## src/rtl/startup_hold_pkg.sv

```systemverilog
package startup_hold_pkg;

    typedef enum logic [2:0] {
        OSC_MIN_LEN,
        OSC_RC_LEN,
        OSC_FAST_LEN,
        OSC_1K_LEN,
        OSC_16K_LEN,
        OSC_32K_LEN
    } osc_len_e;

    typedef enum logic [1:0] {
        WDT_NONE,
        WDT_SHORT_LEN,
        WDT_LONG_LEN
    } wdt_len_e;

    typedef struct packed {
        osc_len_e osc;
        wdt_len_e wdt;
    } hold_cfg_t;

    typedef enum logic [1:0] {
        ST_WDT,
        ST_OSC,
        ST_RUN,
        ST_SLEEP
    } hold_state_e;

    localparam logic [3:0] SRC_XTAL_LO = 4'd10;
    localparam logic [3:0] SRC_LFX     = 4'd9;
    localparam logic [3:0] SRC_ERC_LO  = 4'd5;

    function automatic int unsigned max_u(input int unsigned a, input int unsigned b);
        return (a > b) ? a : b;
    endfunction

    function automatic hold_cfg_t decode_fuses(input logic [3:0] src, input logic [1:0] sut);
        hold_cfg_t c;
        logic [2:0] idx;
        idx = {src[0], sut};
        c   = '{osc: OSC_MIN_LEN, wdt: WDT_LONG_LEN};
        if (src >= SRC_XTAL_LO) begin
            case (idx)
                3'd0:    c = '{osc: OSC_FAST_LEN, wdt: WDT_SHORT_LEN};
                3'd1:    c = '{osc: OSC_FAST_LEN, wdt: WDT_LONG_LEN};
                3'd2:    c = '{osc: OSC_1K_LEN,   wdt: WDT_NONE};
                3'd3:    c = '{osc: OSC_1K_LEN,   wdt: WDT_SHORT_LEN};
                3'd4:    c = '{osc: OSC_1K_LEN,   wdt: WDT_LONG_LEN};
                3'd5:    c = '{osc: OSC_16K_LEN,  wdt: WDT_NONE};
                3'd6:    c = '{osc: OSC_16K_LEN,  wdt: WDT_SHORT_LEN};
                default: c = '{osc: OSC_16K_LEN,  wdt: WDT_LONG_LEN};
            endcase
        end else if (src == SRC_LFX) begin
            case (sut)
                2'd0:    c = '{osc: OSC_1K_LEN,  wdt: WDT_SHORT_LEN};
                2'd1:    c = '{osc: OSC_1K_LEN,  wdt: WDT_LONG_LEN};
                default: c = '{osc: OSC_32K_LEN, wdt: WDT_LONG_LEN};
            endcase
        end else if (src >= SRC_ERC_LO) begin
            case (sut)
                2'd0:    c = '{osc: OSC_RC_LEN,  wdt: WDT_NONE};
                2'd1:    c = '{osc: OSC_RC_LEN,  wdt: WDT_SHORT_LEN};
                2'd2:    c = '{osc: OSC_RC_LEN,  wdt: WDT_LONG_LEN};
                default: c = '{osc: OSC_MIN_LEN, wdt: WDT_SHORT_LEN};
            endcase
        end else begin
            case (sut)
                2'd0:    c = '{osc: OSC_MIN_LEN, wdt: WDT_NONE};
                2'd1:    c = '{osc: OSC_MIN_LEN, wdt: WDT_SHORT_LEN};
                default: c = '{osc: OSC_MIN_LEN, wdt: WDT_LONG_LEN};
            endcase
        end
        return c;
    endfunction

endpackage

```

## src/rtl/startup_len_decode.sv

```systemverilog
module startup_len_decode
    import startup_hold_pkg::*;
#(
    parameter int unsigned CNT_W     = 17,
    parameter int unsigned OSC_MIN   = 6,
    parameter int unsigned OSC_RC    = 18,
    parameter int unsigned OSC_FAST  = 258,
    parameter int unsigned OSC_1K    = 1024,
    parameter int unsigned OSC_16K   = 16384,
    parameter int unsigned OSC_32K   = 32768,
    parameter int unsigned WDT_SHORT = 4096,
    parameter int unsigned WDT_LONG  = 65536
) (
    input  logic [3:0]       src_sel,
    input  logic [1:0]       sut_sel,
    output logic [CNT_W-1:0] osc_tgt,
    output logic [CNT_W-1:0] wdt_tgt
);
    hold_cfg_t cfg;

    always_comb begin
        cfg = decode_fuses(src_sel, sut_sel);
        case (cfg.osc)
            OSC_RC_LEN:   osc_tgt = CNT_W'(OSC_RC);
            OSC_FAST_LEN: osc_tgt = CNT_W'(OSC_FAST);
            OSC_1K_LEN:   osc_tgt = CNT_W'(OSC_1K);
            OSC_16K_LEN:  osc_tgt = CNT_W'(OSC_16K);
            OSC_32K_LEN:  osc_tgt = CNT_W'(OSC_32K);
            default:      osc_tgt = CNT_W'(OSC_MIN);
        endcase
        case (cfg.wdt)
            WDT_SHORT_LEN: wdt_tgt = CNT_W'(WDT_SHORT);
            WDT_LONG_LEN:  wdt_tgt = CNT_W'(WDT_LONG);
            default:       wdt_tgt = '0;
        endcase
    end
endmodule

```

## src/rtl/startup_tick_counter.sv

```systemverilog
module startup_tick_counter #(
    parameter int unsigned CNT_W = 17
) (
    input  logic             clk,
    input  logic             rst,
    input  logic             clr,
    input  logic             inc,
    output logic [CNT_W-1:0] cnt
);
    always_ff @(posedge clk) begin
        if (rst || clr) begin
            cnt <= '0;
        end else if (inc) begin
            cnt <= cnt + CNT_W'(1);
        end
    end
endmodule

```

## src/rtl/startup_seq_fsm.sv

```systemverilog
module startup_seq_fsm
    import startup_hold_pkg::*;
#(
    parameter int unsigned CNT_W = 17
) (
    input  logic             clk,
    input  logic             rst,
    input  logic             wake,
    input  logic             sleep_enter,
    input  logic             osc_tick,
    input  logic             wdt_tick,
    input  logic [CNT_W-1:0] osc_tgt,
    input  logic [CNT_W-1:0] wdt_tgt,
    input  logic [CNT_W-1:0] cnt,
    output logic             cnt_clr,
    output logic             cnt_inc,
    output logic             run
);
    hold_state_e state;
    logic        wdt_last;
    logic        osc_last;

    always_comb begin
        wdt_last = (state == ST_WDT) && wdt_tick && (cnt == wdt_tgt - CNT_W'(1));
        osc_last = (state == ST_OSC) && osc_tick && (cnt == osc_tgt - CNT_W'(1));
        cnt_inc  = ((state == ST_WDT) && wdt_tick && !wdt_last) ||
                   ((state == ST_OSC) && osc_tick && !osc_last);
        cnt_clr  = wdt_last || osc_last || ((state == ST_SLEEP) && wake);
        run      = (state == ST_RUN);
    end

    always_ff @(posedge clk) begin
        if (rst) begin
            state <= (wdt_tgt == '0) ? ST_OSC : ST_WDT;
        end else begin
            case (state)
                ST_WDT:   if (wdt_last) state <= ST_OSC;
                ST_OSC:   if (osc_last) state <= ST_RUN;
                ST_RUN:   if (sleep_enter) state <= ST_SLEEP;
                default:  if (wake) state <= ST_OSC;
            endcase
        end
    end
endmodule

```

## src/rtl/startup_hold.sv

```systemverilog
module startup_hold
    import startup_hold_pkg::*;
#(
    parameter int unsigned OSC_MIN   = 6,
    parameter int unsigned OSC_RC    = 18,
    parameter int unsigned OSC_FAST  = 258,
    parameter int unsigned OSC_1K    = 1024,
    parameter int unsigned OSC_16K   = 16384,
    parameter int unsigned OSC_32K   = 32768,
    parameter int unsigned WDT_SHORT = 4096,
    parameter int unsigned WDT_LONG  = 65536
) (
    input  logic       clk,
    input  logic       rst,
    input  logic       wake,
    input  logic       sleep_enter,
    input  logic [3:0] src_sel,
    input  logic [1:0] sut_sel,
    input  logic       osc_tick,
    input  logic       wdt_tick,
    output logic       cpu_run
);
    localparam int unsigned MAX_OSC = max_u(max_u(max_u(OSC_MIN, OSC_RC), max_u(OSC_FAST, OSC_1K)),
                                            max_u(OSC_16K, OSC_32K));
    localparam int unsigned MAX_CNT = max_u(MAX_OSC, max_u(WDT_SHORT, WDT_LONG));
    localparam int unsigned CNT_W   = $clog2(MAX_CNT + 1);

    logic [CNT_W-1:0] osc_tgt;
    logic [CNT_W-1:0] wdt_tgt;
    logic [CNT_W-1:0] cnt;
    logic             cnt_clr;
    logic             cnt_inc;

    startup_len_decode #(
        .CNT_W(CNT_W), .OSC_MIN(OSC_MIN), .OSC_RC(OSC_RC), .OSC_FAST(OSC_FAST),
        .OSC_1K(OSC_1K), .OSC_16K(OSC_16K), .OSC_32K(OSC_32K),
        .WDT_SHORT(WDT_SHORT), .WDT_LONG(WDT_LONG)
    ) u_decode (
        .src_sel (src_sel),
        .sut_sel (sut_sel),
        .osc_tgt (osc_tgt),
        .wdt_tgt (wdt_tgt)
    );

    startup_tick_counter #(.CNT_W(CNT_W)) u_count (
        .clk (clk),
        .rst (rst),
        .clr (cnt_clr),
        .inc (cnt_inc),
        .cnt (cnt)
    );

    startup_seq_fsm #(.CNT_W(CNT_W)) u_fsm (
        .clk         (clk),
        .rst         (rst),
        .wake        (wake),
        .sleep_enter (sleep_enter),
        .osc_tick    (osc_tick),
        .wdt_tick    (wdt_tick),
        .osc_tgt     (osc_tgt),
        .wdt_tgt     (wdt_tgt),
        .cnt         (cnt),
        .cnt_clr     (cnt_clr),
        .cnt_inc     (cnt_inc),
        .run         (cpu_run)
    );
endmodule

```

## config.mk

```make
export PLATFORM = sky130hd
export DESIGN_NAME = startup_hold
export DESIGN_NICKNAME = d
export VERILOG_FILES = /design/src/rtl/startup_hold_pkg.sv /design/src/rtl/startup_len_decode.sv /design/src/rtl/startup_tick_counter.sv /design/src/rtl/startup_seq_fsm.sv /design/src/rtl/startup_hold.sv
export SDC_FILE = /design/constraint.sdc
export NUM_CORES = 1
export LEC_CHECK = 0
export ABC_AREA = 1
export BUFFER_PORTS_ARGS = -buffer_cell sky130_fd_sc_hd__buf_2
export CAP_MARGIN = 0
export CORE_AREA = 5 5 132 84
export CTS_CLUSTER_DIAMETER = 120
export DETAILED_ROUTE_END_ITERATION = 8
export DIE_AREA = 0 0 137 89
export GPL_ROUTABILITY_DRIVEN = 0
export PLACE_DENSITY = 0.52
export SLEW_MARGIN = 20
export SYNTH_ARGS = -nofsm -noshare
export SYNTH_HDL_FRONTEND = slang
export SYNTH_HIERARCHICAL = 1
export SYNTH_SLANG_ARGS = --single-unit
```

## constraint.sdc

```tcl
create_clock -name clk -period 2.8 [get_ports clk]
set_clock_uncertainty 0.05 [all_clocks]
set_input_delay 0.14 -clock clk [delete_from_list [all_inputs] [get_ports clk]]
set_output_delay 0.14 -clock clk [all_outputs]
set_load 0.005 [all_outputs]
```

Yosys cells after proc, flatten, opt, wreduce, memory -nomap -nowiden
Cells that the tools add are included.

Output and inout bits: 1. Logic and storage cells: 66. Register bits: 19.

Mux-type cells: 16. Equal/unequal tests: 24. Magnitude comparators: 2. Reductions and logical operators: 19. Add/subtract/negate cells: 3.

Operators by type and width (number): $pmux W16 S5 (1); $pmux W5 S7 (1); $eq A17 B17 Y1 (2); $pmux W17 S2 (1); $add A17 B1 Y17 const B (1); $logic_not A17 Y1 (1); $sub A16 B1 Y17 const B (1); $sub A17 B1 Y17 const B (1); $eq A3 B3 Y1 const B (5); $mux W5 (3); $eq A3 B2 Y1 const B (4); $mux W2 (5); $pmux W5 S2 (1); $pmux W3 S3 (1); $eq A2 B2 Y1 const B (4); $logic_and A1 B1 Y1 (7); $eq A2 B1 Y1 const B (3); $eq A3 B1 Y1 const B (2); $ne A3 B2 Y1 const B (2); $pmux W2 S3 (1); $reduce_bool A5 Y1 (1); $eq A4 B4 Y1 const B (1); $ge A4 B3 Y1 const B (1); $ge A4 B4 Y1 const B (1); 8 further kinds (13).

Depth between registers and ports, before layout
Word-level depth: 13. Gate-level depth with buffers: 25. Gate-level depth less buffers: 25.

Cells and area by module
The synthesis kept the hierarchy.

By module, submodules not included: startup_seq_fsm (sequential area each 60.1 um2, times used 1, cells an instance 297, area an instance 1567.8 um2); startup_tick_counter (sequential area each 340.3 um2, times used 1, cells an instance 121, area an instance 838.3 um2); startup_len_decode (sequential area each 0.0 um2, times used 1, cells an instance 78, area an instance 414.1 um2).

Worst setup path before layout
No wires, ideal clock.

Path kind: input to register. Start: input src_sel[3]. End: register u_count.cnt[15]. Stages on the path: 23. Library setup time: 115 ps. Required time: 2635 ps. Slack: 321 ps. Arrival: 2314 ps. Cell sequence: inv_1 nor2_1 nand2_2 nand2_1 nand2_1 inv_1 ha_1 nand2_2 nor2_4 nand2_1 xor2_1 nor2_1 nand3_1 nor2_2 nand2_1 a21o_1 nand2_1 nor2_4 nand2_4 nor2_4 nand3_1 nand2_1 nor2_1.

Word-level cells in the longest chain between the ends: 12. Elaborated cells between the ends (all ways): 29. Classes of those cells: add/sub: 2; order compare: 2; eq/ne: 10; mux: 5; reduce/logical: 10.

Ends and longest elaborated chain: from (decl) (RTL line startup_hold.sv:17) `input logic [3:0] src_sel,`; $ge A4 B3 Y1 (RTL line startup_hold_pkg.sv:60) `end else if (src >= SRC_ERC_LO) begin`; $mux W5 (RTL line startup_hold_pkg.sv:60); $mux W5 (RTL line startup_hold_pkg.sv:54) `end else if (src == SRC_LFX) begin`; $mux W5 (*) (RTL line startup_hold_pkg.sv:43) `if (src >= SRC_XTAL_LO) begin`; $eq A3 B3 Y1, or another cell as far along (RTL line startup_len_decode.sv:23) `case (cfg.osc)`; $pmux W16 S5 (*) (RTL line startup_len_decode.sv:23); via osc_tgt[1] (RTL line startup_hold.sv:28) `logic [CNT_W-1:0] osc_tgt;`; $sub A16 B1 Y17 (*) (RTL line startup_seq_fsm.sv:25) `osc_last = (state == ST_OSC) && osc_tick && (cnt == osc_tgt - CNT_W'(1));`; $eq A17 B17 Y1 (*) (RTL line startup_seq_fsm.sv:25); $logic_and A1 B1 Y1 (*) (RTL line startup_seq_fsm.sv:25); $logic_not A1 Y1 (*) (RTL line startup_seq_fsm.sv:27) `((state == ST_OSC) && osc_tick && !osc_last);`; $logic_and A1 B1 Y1 (*) (RTL line startup_seq_fsm.sv:27); $logic_or A1 B1 Y1 (*) (RTL line startup_seq_fsm.sv:26) `cnt_inc = ((state == ST_WDT) && wdt_tick && !wdt_last) ||`; via cnt_inc (RTL line startup_hold.sv:32) `logic cnt_inc;`; to (signal assigned) (RTL line startup_tick_counter.sv:14) `cnt <= cnt + CNT_W'(1);`; to (decl) (RTL line startup_tick_counter.sv:8) `output logic [CNT_W-1:0] cnt`.

Mark *: on every way through the listed nets, which the timed path passes. The rest lies on a longest branch. A chain may end at the register's enable or synchronous reset.

Final worst setup path
Start: input src_sel[2]. End: register u_count.cnt[10].

Word-level cells in the longest chain between the ends: 12. Elaborated cells between the ends (all ways): 29. Classes of those cells: add/sub: 2; order compare: 2; eq/ne: 10; mux: 5; reduce/logical: 10.

Ends and longest elaborated chain: $ge A4 B3 Y1 (RTL line startup_hold_pkg.sv:60); $mux W5 (RTL line startup_hold_pkg.sv:60); $mux W5 (RTL line startup_hold_pkg.sv:54); $mux W5 (*) (RTL line startup_hold_pkg.sv:43); $eq A2 B2 Y1 / $eq A2 B1 Y1 (equally long branches) (RTL line startup_len_decode.sv:31) `case (cfg.wdt)`; $pmux W17 S2 (*) (RTL line startup_len_decode.sv:31); via wdt_tgt[12] (RTL line startup_hold.sv:29) `logic [CNT_W-1:0] wdt_tgt;`; $sub A17 B1 Y17 (*) (RTL line startup_seq_fsm.sv:24) `wdt_last = (state == ST_WDT) && wdt_tick && (cnt == wdt_tgt - CNT_W'(1));`; $eq A17 B17 Y1 (*) (RTL line startup_seq_fsm.sv:24); $logic_and A1 B1 Y1 (*) (RTL line startup_seq_fsm.sv:24); $logic_not A1 Y1 (*) (RTL line startup_seq_fsm.sv:26); $logic_and A1 B1 Y1 (*) (RTL line startup_seq_fsm.sv:26); $logic_or A1 B1 Y1 (*) (RTL line startup_seq_fsm.sv:26); via cnt_inc (RTL line startup_hold.sv:32).

Marks and branches as above.

==> impl_metrics.json <==
{
  "status": "completed",
  "critical_path_required_ns": 2.91,
  "initial_core_util_pct": 29.27,
  "synth-async-reset-ratio_pct": 0,
  "crit_arrival_ns": 2.75,
  "finalCritPeriodShare_pct": 94.30,
  "layout-drive-gt1-share_pct": 22.08,
  "clock-sinks": 19,
  "fin_ws_ns": 0.1595,
  "grt_pass1_vias": 2635,
  "clkLatencyLatePin_ns": 0.27,
  "timing_hold_violations_final": 0,
  "synth_area_um2": 2820,
  "end_kind": "flip-flop",
  "grt_pass1_wl_um": 13180,
  "hp-class": "in -> reg",
  "crit_start": "src_sel[2]",
  "tns_ns": 0,
  "die_x_um": 137,
  "hp-start": "rst",
  "path_clk_slew_ns": 0.06,
  "antenna_found_initial": 0,
  "synth-seq-cells": 19,
  "die-area_um2": 12190,
  "ant_nets": 0,
  "cts_buffer_depth": 2,
  "synth_top_cell_area_share_pct": 18.50,
  "design.core.area_um2": 9634,
  "worstPathCellList": "buf_2 -> nor2_4 -> nand2_4 -> buf_6 -> nor2_1 -> nor2_1 -> nand2_1 -> nand2_4 -> nor2_4 -> nand2_1 -> nor2_2 -> nand2_1 -> nand2_1 -> nand3_2 -> nand3_2 -> nor3_4 -> a21oi_2 -> a21o_1 -> nand3_4 -> nor2_4 -> nand2_1 -> xor2_1 -> nor2_1",
  "initialDrtViolationCount": 204,
  "hold_buffers": 0,
  "fin_cells": 683,
  "crit_top_cell": "nand2_1",
  "wl_per_cell_um": 11.93,
  "synth_edf_count": 2,
  "rsz0062_at_grt": "yes",
  "nets": 568,
  "placed_cells": 676,
  "h-tree-depth": 1,
  "drc": 0,
  "num_rows": 28,
  "via_count": 3038,
  "detailed_place_hpwl_um": 6881,
  "crit_type": "in -> reg",
  "fmax_mhz": 378.7,
  "cts_tree": "built",
  "die_h_um": 89,
  "critical_path.slowest_cell": "nor2_4",
  "grt_max_degree": 13,
  "routed_wl_um": 8150,
  "fin_crit_ns": 2.640,
  "synth_top_area_cell": "nand2_1",
  "dr.pass1.iters": 5,
  "power.total_mw": 1.194,
  "worstReg2RegStart": "u_count/cnt[2]",
  "worstPathMaxFanout": 8,
  "max_stage_delay_ns": 0.26,
  "setup_viol": 0,
  "syn_avg_cell_area_um2": 5.686,
  "grt_usage_pct": 13.80,
  "io_pins": 13,
  "overflow": 0,
  "numCtsBuffers": 3,
  "powerDensity_nw_per_um2": 342.1,
  "yosys.cell_types.count": 36,
  "ys_warn_count": 6,
  "via_per_inst": 4.448,
  "ys_seq_area_share_pct": 14.20,
  "area_delta_synth_final_pct": 23.74,
  "p_leak_nw": 1.698,
  "n_antenna_cell": 0,
  "startpoint_type": "primary input",
  "synth.area.top_cells": "nand2_1 (19%), dfxtp_1 (12%), nor2_1 (10%)",
  "cap_violations": 0,
  "dp_slack_ns": -0.2957,
  "postSynthCellCount": 496,
  "slew_viol_final": 0,
  "cts-root-buf": "clkbuf_16",
  "port-buffer-count": 12,
  "synthFlopType": "dfxtp_1",
  "vdd_ir_drop_max_mv": 0.2160
}
-- metal layers --
| layer | GRT usage (%) | vias up | share of wire, % |
|---|---|---|---|
| met1 | 23.91 | 1358 | 61 |
| met5 | 0 | - | 0 |
| li1 | - | 1613 | - |
| met4 | 1.087 | 0 | 0.21 |
| met3 | 2.700 | 2 | 4.6 |
| met2 | 16.94 | 65 | 34 |
-- layout make-up --
| class | instances | area [um2] |
|---|---|---|
| sequential | 19 | 400.4 |
| tap | 135 | 168.9 |
| timing repair buffer | 50 | 374.1 |
| multi-input combinational | 408 | 2207 |
| inverter | 67 | 256.5 |
| clock buffer | 3 | 75.07 |
| fill | 1074 | 6145 |
| clock inverter | 1 | 7.507 |
-- synthesized netlist by cell type, types with 3 or more instances --
library cell  instances
nand2_1             139
nor2_1               76
inv_1                61
nand3_1              46
buf_4                25
xor2_1               24
a21oi_1              17
dfxtp_1              17
nor2_2               15
nand4_1               9
o21ai_0               9
xnor2_1               9
ha_1                  7
nor2_4                6
inv_2                 5
nand2_2               3
nand3b_1              3
-- worst paths after layout --
check	end	slack (ns)	depth (start not counted)
min reg2reg	u_count/cnt[16]	0.54	4
max reg2reg	u_count/cnt[0]	0.42	14
max	u_count/cnt[10]	0.16	23
min	u_fsm/state[1]	0.15	2
-- placed cells by master, fill, tap and decap left out, types with 2 or more instances in the layout --
cell	synthesis	layout
nand2_1	139	133
nor2_1	76	61
inv_1	61	58
nand3_1	46	43
buf_4	25	37
conb_1	1	25
xor2_1	24	24
nor2_2	15	23
dfxtp_1	17	17
a21oi_1	17	15
nor2_4	6	13
nand4_1	9	9
xnor2_1	9	9
buf_2	0	8
nand2_2	3	7
o21ai_0	9	7
ha_1	7	7
inv_2	5	6
buf_6	0	5
nand2_4	2	4
nand3_2	2	4
clkbuf_16	0	3
o21ai_1	2	3
nand3b_1	3	3
inv_4	0	2
a21oi_2	0	2
o211ai_1	2	2
o41ai_1	2	2
edfxtp_1	2	2
-- flip-flops by register name (all words and copies together) (netlist names) --
name and count:
u_fsm/state 2, u_count/cnt 17
-- report_power, final --
part           internal [mW]  switching [mW]
clock network          0.194           0.121
logic                  0.216           0.312
registers              0.312          0.0403
-- critical path, delay by kind of cell --
kind,cells,cell delay [ns]
simple gates,18,1.78
compound gates,2,0.41
buf+inv,2,0.25
xor+xnor,1,0.15
-- cells by family after synthesis --
family                   Yosys count  share of synthesized area [%]
AND/OR/NAND/NOR                  307                          49.38
buffers and inverters             93                          15.71
AO/OA/AOI/OAI                     36                          7.232
XOR/XNOR                          33                          10.25
flip-flops                        19                          14.20
adder cells (fa/ha/maj)            7                          3.105
other                              1                         0.1330
-- per-stage QoR --
step	utilization [%]	instance area (um2)	hold WS [ns]
floorplan	-	2910	0.2751
CTS	34.22	3297	0.1540
finish	36.22	3490	0.1545
global route	36.22	3490	0.1553
global placement	33.32	3211	0.4265
detailed placement	33.32	3211	0.4311
-- timing repair --
item	in CTS	in global routing
setup buffers	0	3
endpoints found under the setup margin	3	19
resized for setup	1	52
pin swaps	1	30
(Power assumes the default switching activity.)
